<file path="config.mk">
export PLATFORM = sky130hd
export DESIGN_NAME = mac_periph
export DESIGN_NICKNAME = d
export VERILOG_FILES = /design/src/rtl/mac_pkg.sv /design/src/rtl/mac_decode.sv /design/src/rtl/mac_narrow.sv /design/src/rtl/mac_wide.sv /design/src/rtl/mac_periph.sv
export SDC_FILE = /design/constraint.sdc
export NUM_CORES = 2
export LEC_CHECK = 0
export ABC_AREA = 1
export BUFFER_PORTS_ARGS = -buffer_cell sky130_fd_sc_hd__buf_4
export CAP_MARGIN = 20
export CORE_MARGIN = 4
export CORE_UTILIZATION = 35
export CTS_BUF_LIST = sky130_fd_sc_hd__clkbuf_8
export CTS_CLUSTER_SIZE = 20
export DETAILED_ROUTE_END_ITERATION = 10
export SYNTH_ARGS = -nofsm -noshare
export SYNTH_HDL_FRONTEND = slang
export SYNTH_SLANG_ARGS = --single-unit
</file>
<file path="constraint.sdc">
create_clock -name clk -period 9.3 [get_ports clk]
set_clock_uncertainty 0.2 [all_clocks]
set_input_delay 1.86 -clock clk [delete_from_list [all_inputs] [get_ports clk]]
set_output_delay 1.86 -clock clk [all_outputs]
set_load 0.1 [all_outputs]
</file>
<file path="src/rtl/mac_pkg.sv">
package mac_pkg;

    localparam int WORD_W   = 16;
    localparam int NRES_W   = 2 * WORD_W;
    localparam int WIDE_W   = 2 * WORD_W;
    localparam int WRES_W   = 2 * WIDE_W;
    localparam int NPROD_W  = 2 * (WORD_W + 1);
    localparam int WPROD_W  = 2 * (WIDE_W + 1);

    // Register offsets (byte addresses of 16-bit words)
    localparam logic [15:0] OFS_N_UMUL = 16'h0130;
    localparam logic [15:0] OFS_N_SMUL = 16'h0132;
    localparam logic [15:0] OFS_N_UMAC = 16'h0134;
    localparam logic [15:0] OFS_N_SMAC = 16'h0136;
    localparam logic [15:0] OFS_N_OP2  = 16'h0138;
    localparam logic [15:0] OFS_N_LO   = 16'h013A;
    localparam logic [15:0] OFS_N_HI   = 16'h013C;
    localparam logic [15:0] OFS_N_EXT  = 16'h013E;
    localparam logic [15:0] OFS_W_A_LU = 16'h0140;
    localparam logic [15:0] OFS_W_A_HU = 16'h0142;
    localparam logic [15:0] OFS_W_A_LS = 16'h0144;
    localparam logic [15:0] OFS_W_A_HS = 16'h0146;
    localparam logic [15:0] OFS_W_B_L  = 16'h0150;
    localparam logic [15:0] OFS_W_B_H  = 16'h0152;
    localparam logic [15:0] OFS_W_R0   = 16'h0154;
    localparam logic [15:0] OFS_W_R1   = 16'h0156;
    localparam logic [15:0] OFS_W_R2   = 16'h0158;
    localparam logic [15:0] OFS_W_R3   = 16'h015A;

    typedef enum logic [1:0] {
        NM_UMUL = 2'd0,
        NM_SMUL = 2'd1,
        NM_UMAC = 2'd2,
        NM_SMAC = 2'd3
    } nmode_e;

    typedef struct packed {
        logic   ld_op1;
        nmode_e mode;
        logic   ld_op2;
        logic   preload;
    } nreq_t;

    typedef struct packed {
        logic a_lo;
        logic a_sgn;
        logic a_hi;
        logic b_lo;
        logic b_hi;
    } wreq_t;

    typedef enum logic [2:0] {
        RS_NONE = 3'd0,
        RS_NLO  = 3'd1,
        RS_NHI  = 3'd2,
        RS_NEXT = 3'd3,
        RS_W0   = 3'd4,
        RS_W1   = 3'd5,
        RS_W2   = 3'd6,
        RS_W3   = 3'd7
    } rsel_e;

    function automatic logic mode_signed(input nmode_e m);
        return (m == NM_SMUL) || (m == NM_SMAC);
    endfunction

    function automatic logic mode_accum(input nmode_e m);
        return (m == NM_UMAC) || (m == NM_SMAC);
    endfunction

    // Narrow product: operands extended by one bit, then multiplied as signed
    function automatic logic [NRES_W-1:0] nmul(input logic [WORD_W-1:0] a,
                                               input logic [WORD_W-1:0] b,
                                               input logic sgn);
        logic signed [WORD_W:0]    ea;
        logic signed [WORD_W:0]    eb;
        logic signed [NPROD_W-1:0] p;
        ea = $signed({sgn & a[WORD_W-1], a});
        eb = $signed({sgn & b[WORD_W-1], b});
        p  = ea * eb;
        return p[NRES_W-1:0];
    endfunction

    // Wide product, same scheme at double width
    function automatic logic [WRES_W-1:0] wmul(input logic [WIDE_W-1:0] a,
                                               input logic [WIDE_W-1:0] b,
                                               input logic sgn);
        logic signed [WIDE_W:0]    ea;
        logic signed [WIDE_W:0]    eb;
        logic signed [WPROD_W-1:0] p;
        ea = $signed({sgn & a[WIDE_W-1], a});
        eb = $signed({sgn & b[WIDE_W-1], b});
        p  = ea * eb;
        return p[WRES_W-1:0];
    endfunction

endpackage

</file>
<file path="src/rtl/mac_decode.sv">
module mac_decode
    import mac_pkg::*;
#(
    parameter int ADDR_W = 16
) (
    input  logic [ADDR_W-1:0] addr,
    input  logic              we,
    output nreq_t             nreq,
    output wreq_t             wreq,
    output rsel_e             rsel
);

    always_comb begin
        nreq = '{ld_op1: 1'b0, mode: NM_UMUL, ld_op2: 1'b0, preload: 1'b0};
        wreq = '0;
        if (we) begin
            case (addr)
                ADDR_W'(OFS_N_UMUL): begin nreq.ld_op1 = 1'b1; nreq.mode = NM_UMUL; end
                ADDR_W'(OFS_N_SMUL): begin nreq.ld_op1 = 1'b1; nreq.mode = NM_SMUL; end
                ADDR_W'(OFS_N_UMAC): begin nreq.ld_op1 = 1'b1; nreq.mode = NM_UMAC; end
                ADDR_W'(OFS_N_SMAC): begin nreq.ld_op1 = 1'b1; nreq.mode = NM_SMAC; end
                ADDR_W'(OFS_N_OP2):  nreq.ld_op2  = 1'b1;
                ADDR_W'(OFS_N_LO):   nreq.preload = 1'b1;
                ADDR_W'(OFS_W_A_LU): wreq.a_lo = 1'b1;
                ADDR_W'(OFS_W_A_LS): begin wreq.a_lo = 1'b1; wreq.a_sgn = 1'b1; end
                ADDR_W'(OFS_W_A_HU),
                ADDR_W'(OFS_W_A_HS): wreq.a_hi = 1'b1;
                ADDR_W'(OFS_W_B_L):  wreq.b_lo = 1'b1;
                ADDR_W'(OFS_W_B_H):  wreq.b_hi = 1'b1;
                default: ;
            endcase
        end
    end

    always_comb begin
        case (addr)
            ADDR_W'(OFS_N_LO):  rsel = RS_NLO;
            ADDR_W'(OFS_N_HI):  rsel = RS_NHI;
            ADDR_W'(OFS_N_EXT): rsel = RS_NEXT;
            ADDR_W'(OFS_W_R0):  rsel = RS_W0;
            ADDR_W'(OFS_W_R1):  rsel = RS_W1;
            ADDR_W'(OFS_W_R2):  rsel = RS_W2;
            ADDR_W'(OFS_W_R3):  rsel = RS_W3;
            default:            rsel = RS_NONE;
        endcase
    end

    // at most one state-changing action per bus write
    always_comb begin
        a_r1_one_action: assert ($onehot0({nreq.ld_op1, nreq.ld_op2, nreq.preload,
                                           wreq.a_lo, wreq.a_hi, wreq.b_lo, wreq.b_hi}))
            else $error("a_r1_one_action: more than one write action decoded");
    end

endmodule

</file>
<file path="src/rtl/mac_narrow.sv">
module mac_narrow
    import mac_pkg::*;
(
    input  logic              clk,
    input  logic              rst,
    input  nreq_t             req,
    input  logic [WORD_W-1:0] wdata,
    output logic [NRES_W-1:0] res_o,
    output logic [WORD_W-1:0] ext_o
);

    logic [WORD_W-1:0] op1_q;
    nmode_e            mode_q;
    logic [NRES_W-1:0] res_q;
    logic [NRES_W-1:0] uacc_q;
    logic [NRES_W-1:0] sacc_q;
    logic              cy_q;

    logic              sgn;
    logic              acc;
    logic [NRES_W-1:0] prod;
    logic [NRES_W:0]   usum;
    logic [NRES_W-1:0] ssum;
    logic [NRES_W-1:0] pre_z;
    logic [NRES_W-1:0] pre_s;

    always_comb begin
        sgn   = mode_signed(mode_q);
        acc   = mode_accum(mode_q);
        prod  = nmul(op1_q, wdata, sgn);
        usum  = {1'b0, uacc_q} + {1'b0, prod};
        ssum  = sacc_q + prod;
        pre_z = {{WORD_W{1'b0}}, wdata};
        pre_s = {{WORD_W{wdata[WORD_W-1]}}, wdata};
    end

    always_ff @(posedge clk) begin
        if (rst) begin
            op1_q  <= '0;
            mode_q <= NM_UMUL;
            res_q  <= '0;
            uacc_q <= '0;
            sacc_q <= '0;
            cy_q   <= 1'b0;
        end else begin
            if (req.ld_op1) begin
                op1_q  <= wdata;
                mode_q <= req.mode;
            end
            if (req.ld_op2) begin
                if (acc) begin
                    uacc_q <= usum[NRES_W-1:0];
                    cy_q   <= usum[NRES_W];
                    sacc_q <= ssum;
                    res_q  <= sgn ? ssum : usum[NRES_W-1:0];
                end else begin
                    res_q  <= prod;
                    uacc_q <= '0;
                    sacc_q <= '0;
                    cy_q   <= 1'b0;
                end
            end
            if (req.preload) begin
                uacc_q <= pre_z;
                sacc_q <= pre_s;
                res_q  <= sgn ? pre_s : pre_z;
                cy_q   <= 1'b0;
            end
        end
    end

    always_comb begin
        case (mode_q)
            NM_SMUL: ext_o = {WORD_W{res_q[NRES_W-1]}};
            NM_UMAC: ext_o = {{(WORD_W-1){1'b0}}, cy_q};
            NM_SMAC: ext_o = {WORD_W{sacc_q[NRES_W-1]}};
            default: ext_o = '0;
        endcase
    end

    assign res_o = res_q;

    // plain multiply leaves both accumulators and the carry at zero
    a_r3_mul_clears: assert property (@(posedge clk) disable iff (rst)
        (req.ld_op2 && !acc) |=> (uacc_q == '0 && sacc_q == '0 && !cy_q));

    // an unsigned accumulate step never decreases the accumulator unless it carries
    a_r4_mac_grows: assert property (@(posedge clk) disable iff (rst)
        (req.ld_op2 && mode_q == NM_UMAC) |=> (cy_q || uacc_q >= $past(uacc_q)));

    // after a preload the low result word equals the written data
    a_r7_preload_low: assert property (@(posedge clk) disable iff (rst)
        req.preload |=> (res_q[WORD_W-1:0] == $past(wdata)));

    // without a narrow-engine write the result and mode hold
    a_r11_idle_hold: assert property (@(posedge clk) disable iff (rst)
        !(req.ld_op1 || req.ld_op2 || req.preload) |=> ($stable(res_q) && $stable(mode_q)));

endmodule

</file>
<file path="src/rtl/mac_wide.sv">
module mac_wide
    import mac_pkg::*;
(
    input  logic              clk,
    input  logic              rst,
    input  wreq_t             req,
    input  logic [WORD_W-1:0] wdata,
    output logic [WRES_W-1:0] res_o
);

    logic [WIDE_W-1:0] opa_q;
    logic [WIDE_W-1:0] opb_q;
    logic              sgn_q;
    logic [WRES_W-1:0] res_q;
    logic [WRES_W-1:0] prod;

    always_comb prod = wmul(opa_q, {wdata, opb_q[WORD_W-1:0]}, sgn_q);

    always_ff @(posedge clk) begin
        if (rst) begin
            opa_q <= '0;
            opb_q <= '0;
            sgn_q <= 1'b0;
            res_q <= '0;
        end else begin
            if (req.a_lo) begin
                opa_q <= {{(WIDE_W-WORD_W){1'b0}}, wdata};
                sgn_q <= req.a_sgn;
            end
            if (req.a_hi) opa_q[WIDE_W-1:WORD_W] <= wdata;
            if (req.b_lo) opb_q <= {{(WIDE_W-WORD_W){1'b0}}, wdata};
            if (req.b_hi) begin
                opb_q[WIDE_W-1:WORD_W] <= wdata;
                res_q <= prod;
            end
        end
    end

    assign res_o = res_q;

    // a high-half write keeps the low half of operand 1
    a_r8_hi_keeps_lo: assert property (@(posedge clk) disable iff (rst)
        req.a_hi |=> (opa_q[WORD_W-1:0] == $past(opa_q[WORD_W-1:0])));

    // a low write of operand 2 does not start a product
    a_r9_lo_no_trigger: assert property (@(posedge clk) disable iff (rst)
        (req.b_lo || req.a_lo || req.a_hi) |=> $stable(res_q));

endmodule

</file>
<file path="src/rtl/mac_periph.sv">
module mac_periph
    import mac_pkg::*;
#(
    parameter int ADDR_W = 16
) (
    input  logic              clk,
    input  logic              rst,
    input  logic [ADDR_W-1:0] bus_addr,
    input  logic              bus_we,
    input  logic [15:0]       bus_wdata,
    output logic [15:0]       bus_rdata
);

    nreq_t             nreq;
    wreq_t             wreq;
    rsel_e             rsel;
    logic [NRES_W-1:0] nres;
    logic [WORD_W-1:0] next;
    logic [WRES_W-1:0] wres;

    mac_decode #(.ADDR_W(ADDR_W)) u_dec (
        .addr (bus_addr),
        .we   (bus_we),
        .nreq (nreq),
        .wreq (wreq),
        .rsel (rsel)
    );

    mac_narrow u_narrow (
        .clk   (clk),
        .rst   (rst),
        .req   (nreq),
        .wdata (bus_wdata),
        .res_o (nres),
        .ext_o (next)
    );

    mac_wide u_wide (
        .clk   (clk),
        .rst   (rst),
        .req   (wreq),
        .wdata (bus_wdata),
        .res_o (wres)
    );

    always_comb begin
        case (rsel)
            RS_NLO:  bus_rdata = nres[WORD_W-1:0];
            RS_NHI:  bus_rdata = nres[NRES_W-1:WORD_W];
            RS_NEXT: bus_rdata = next;
            RS_W0:   bus_rdata = wres[1*WORD_W-1:0*WORD_W];
            RS_W1:   bus_rdata = wres[2*WORD_W-1:1*WORD_W];
            RS_W2:   bus_rdata = wres[3*WORD_W-1:2*WORD_W];
            RS_W3:   bus_rdata = wres[4*WORD_W-1:3*WORD_W];
            default: bus_rdata = '0;
        endcase
    end

    // one cycle after reset every result word reads zero
    a_r12_reset_zero: assert property (@(posedge clk)
        $past(rst) |-> (nres == '0 && wres == '0 && next == '0));

endmodule

</file>
==> summary.md <==
| Metric | Value |
|---|---|
| Seq cells post-synth | `228` |
| Pre-CTS setup slack | `-0.440 ns` |
| Status | `complete, no violations` |
| Avg Vias per Cell | `4.96` |
| H-tree depth | `2` |
| Non-Filler Instances | `11,000` |
| First-pass GRT wire length | `340,000 µm` |
| Syn nets | `9,975` |
| Yosys warns | `0` |
| Total wire length | `217,000 µm` |
| Cell Pwr Density | `37.7 nW/µm²` |
| Drt initial violations | `4,532` |
| Nets | `10,400` |
| Crit path arrival time | `9.49 ns` |
| Top Family by Delay on Critical Path | `adder cells` |
| GRT overflow | `0` |
| Routability cong. | `0.969` |
| Die ar. | `188,000 µm²` |
| Dpl cells | `10,900` |
| Routed vias | `54,400` |
| Synth cell types | `59` |
| Die Y-Extent | `433 µm` |
| Layout cells sized above 1 | `0.106` |
| Seq/Total Area, Yosys | `0.0721` |
| Largest net degree at the start of global routing | `66` |
| Final core utilization | `0.401` |
| Core area | `179,000 µm²` |
| Pwr Total | `2.71 mW` |
| Port bufs | `50` |
| WHS | `0.271 ns` |
| Die X | `433 µm` |
| CP Launch Type | `input pin` |
| Max_cap viols | `0` |
| CP required | `9.73 ns` |
| Min cycle time layout | `9.06 ns` |
| Fin. max-slew vios | `0` |
| CTS tree | `done` |
| Ys flop type | `dfxtp_1` |
| Kind of critical path | `in2reg` |
| Unrepaired setup endpoints after global routing | `false` |
| DRC violations left | `0` |
| I/O pin total | `51` |
| Top post-synthesis cells by area | `fa_1 (45%), inv_1 (13%), nand2_1 (11%), dfxtp_1 (7.2%), ha_1 (7.1%)` |
| Setup violations, final | `0` |
| Placed cell areas | `70,600 µm²` |
| Async S/R FF share, synth | `0` |
| Routed Antenna Nets | `0` |
| Crit. End Element | `flop` |
| PnR worst setup slack | `0.239 ns` |
| Slowest stage delay, CP | `0.56 ns` |
| Synth top area share | `0.445` |
| Fin area | `71,900 µm²` |
| Layout area overhead | `13.5%` |
| Vias in the first global route | `57,300` |
| Peak Freq | `110 MHz` |
| Router iterations before antenna repair | `6` |
| Clk buf depth | `3` |
| Period utilization | `0.974` |
| Mapped Area | `63,300 µm²` |
| Core Rows | `155` |
| EDFF count, synth | `0` |
| Final hold viol count | `0` |
| Total CTS buffers | `53` |
| Initial core utilization | `0.353` |
| Critical Path Fanout Max | `10` |
| Mean Syn Cell Area | `7.75 µm²` |
| Clk sinks | `228` |
| HP Class | `reg2reg` |
| CP dominant cell by count | `fa_1` |
| Maximum vdd drop | `75.8 µV` |
| Pleak | `36.8 nW` |
| Critical path's slowest cell | `fa_1` |
| Routed len/inst | `19.8 µm` |
| Worst-margin pin slew | `1.18 ns` |
| Max-slew headroom | `0.213` |
| Number of antenna violations at the first check in global routing | `2` |
| Worst-path clk slew | `0.06 ns` |
| Hpwl dp | `182,000 µm` |
| Crit path buf inv count | `9` |
| CTS root buf | `clkbuf_8` |
| Setup TNS | `0 ns` |
| Post-Syn Instances | `8,172` |
| Clk Latency, worst-skew pair | `0.75 ns` |
| Synth area leader | `fa_1` |
| GRT Total Usage | `0.235` |
[Yosys cell counts (5+ instances only)]
| library cell | number |
|---|---|
| nor3_1 | 37 |
| a221oi_1 | 9 |
| fa_1 | 1409 |
| xnor2_1 | 42 |
| and2_1 | 5 |
| nand3b_1 | 16 |
| o221ai_1 | 13 |
| a21oi_1 | 327 |
| nand3_1 | 181 |
| buf_1 | 9 |
| o22ai_1 | 16 |
| nand4_1 | 50 |
| o21bai_1 | 21 |
| a31oi_1 | 78 |
| o21ai_0 | 238 |
| buf_2 | 23 |
| nor2_1 | 393 |
| o21a_1 | 11 |
| o21ai_1 | 8 |
| or2_2 | 31 |
| o2111ai_1 | 16 |
| dfxtp_1 | 228 |
| o211ai_1 | 14 |
| nand2_1 | 1929 |
| clkbuf_1 | 374 |
| xor2_1 | 70 |
| ha_1 | 359 |
| nor2_2 | 5 |
| nor4_1 | 10 |
| a21boi_0 | 11 |
| inv_2 | 18 |
| a21o_1 | 27 |
| inv_1 | 2149 |
| a211oi_1 | 5 |
[report_power, final]
group / internal, mW / total, mW / switching [mW]
clock: 0.900 / 1.53 / 0.630
sequential: 0.977 / 0.977 / 0.0000368
combinational: 0.0528 / 0.205 / 0.152
[layer usage]
metal / share of wire / wire, µm / up-vias / track usage
met5: 0 / 0 / - / 0
met2: 0.46 / 99500 / 2021 / 0.380
met1: 0.43 / 93700 / 27400 / 0.327
met3: 0.079 / 17100 / 296 / 0.0365
met4: 0.031 / 6770 / 0 / 0.0656
li1: - / - / 24600 / -
[cells by family after synthesis]
family,Yosys count,synth area share
AND/OR/NAND/NOR,2680,0.170
buffers and inverters,2578,0.154
adder cells (fa/ha/maj),1768,0.516
AO/OA/AOI/OAI,806,0.0725
flip-flops,228,0.0721
XOR/XNOR,112,0.0155
[registers in the layout, summed over array words and instances, names as in the netlist]
signal,count
u_wide.res_o,64
u_narrow.sacc_q,32
u_narrow.mode_q,2
u_wide.sgn_q,1
u_wide.opa_q,32
u_wide.opb_q,16
u_narrow.uacc_q,32
u_narrow.res_o,32
u_narrow.op1_q,16
u_narrow.cy_q,1
[path summary, 6_finish.rpt]
check,from,end,slack [ns],depth (start not counted)
worst min register to register,u_narrow.uacc_q[24],u_narrow.uacc_q[24],0.27,2
worst max-delay path,bus_wdata[15],u_wide.res_o[48],0.24,28
worst max register to register,u_wide.sgn_q,u_wide.res_o[48],0.45,24
worst min-delay path,u_narrow.uacc_q[24],u_narrow.uacc_q[24],0.27,2
[tightest hold or removal path, stage by stage (launching register included)]
cell and delay [ns]:
dfxtp_1 0.31, nand2_1 0.06, a21oi_1 0.05
[cell type report]
cell class	count	area, µm²
Sequential cell	228	4560
Multi-Input combinational cell	5366	49100
Fill cell	18500	107000
Clock buffer	63	867
Clock inverter	35	435
Inverter	2169	8140
Tap cell	2355	2950
Timing Repair Buffer	741	5860
Antenna cell	3	7.51
[timing repair]
action | CTS | global route
setup endpoints to repair | 0 | 9
buffers inserted | 0 | 0
hold buffers | 0 | 0
gates resized for setup | 0 | 7
[cells in the final DEF, fill, tap and decap left out, types with 19 or more instances in the layout]
| master | instances |
|---|---|
| nand4_1 | 50 |
| o21bai_1 | 21 |
| nand2_1 | 1929 |
| nand3_1 | 181 |
| buf_4 | 716 |
| inv_2 | 19 |
| ha_1 | 359 |
| a31oi_1 | 78 |
| xor2_1 | 68 |
| inv_1 | 2158 |
| dfxtp_1 | 228 |
| a21o_1 | 27 |
| a21oi_1 | 326 |
| fa_1 | 1409 |
| nor2_1 | 392 |
| buf_12 | 21 |
| xnor2_1 | 42 |
| nor3_1 | 35 |
| clkbuf_8 | 63 |
| o21ai_0 | 237 |
| or2_2 | 31 |
Note: power is estimated with default switching activity, not from simulation.
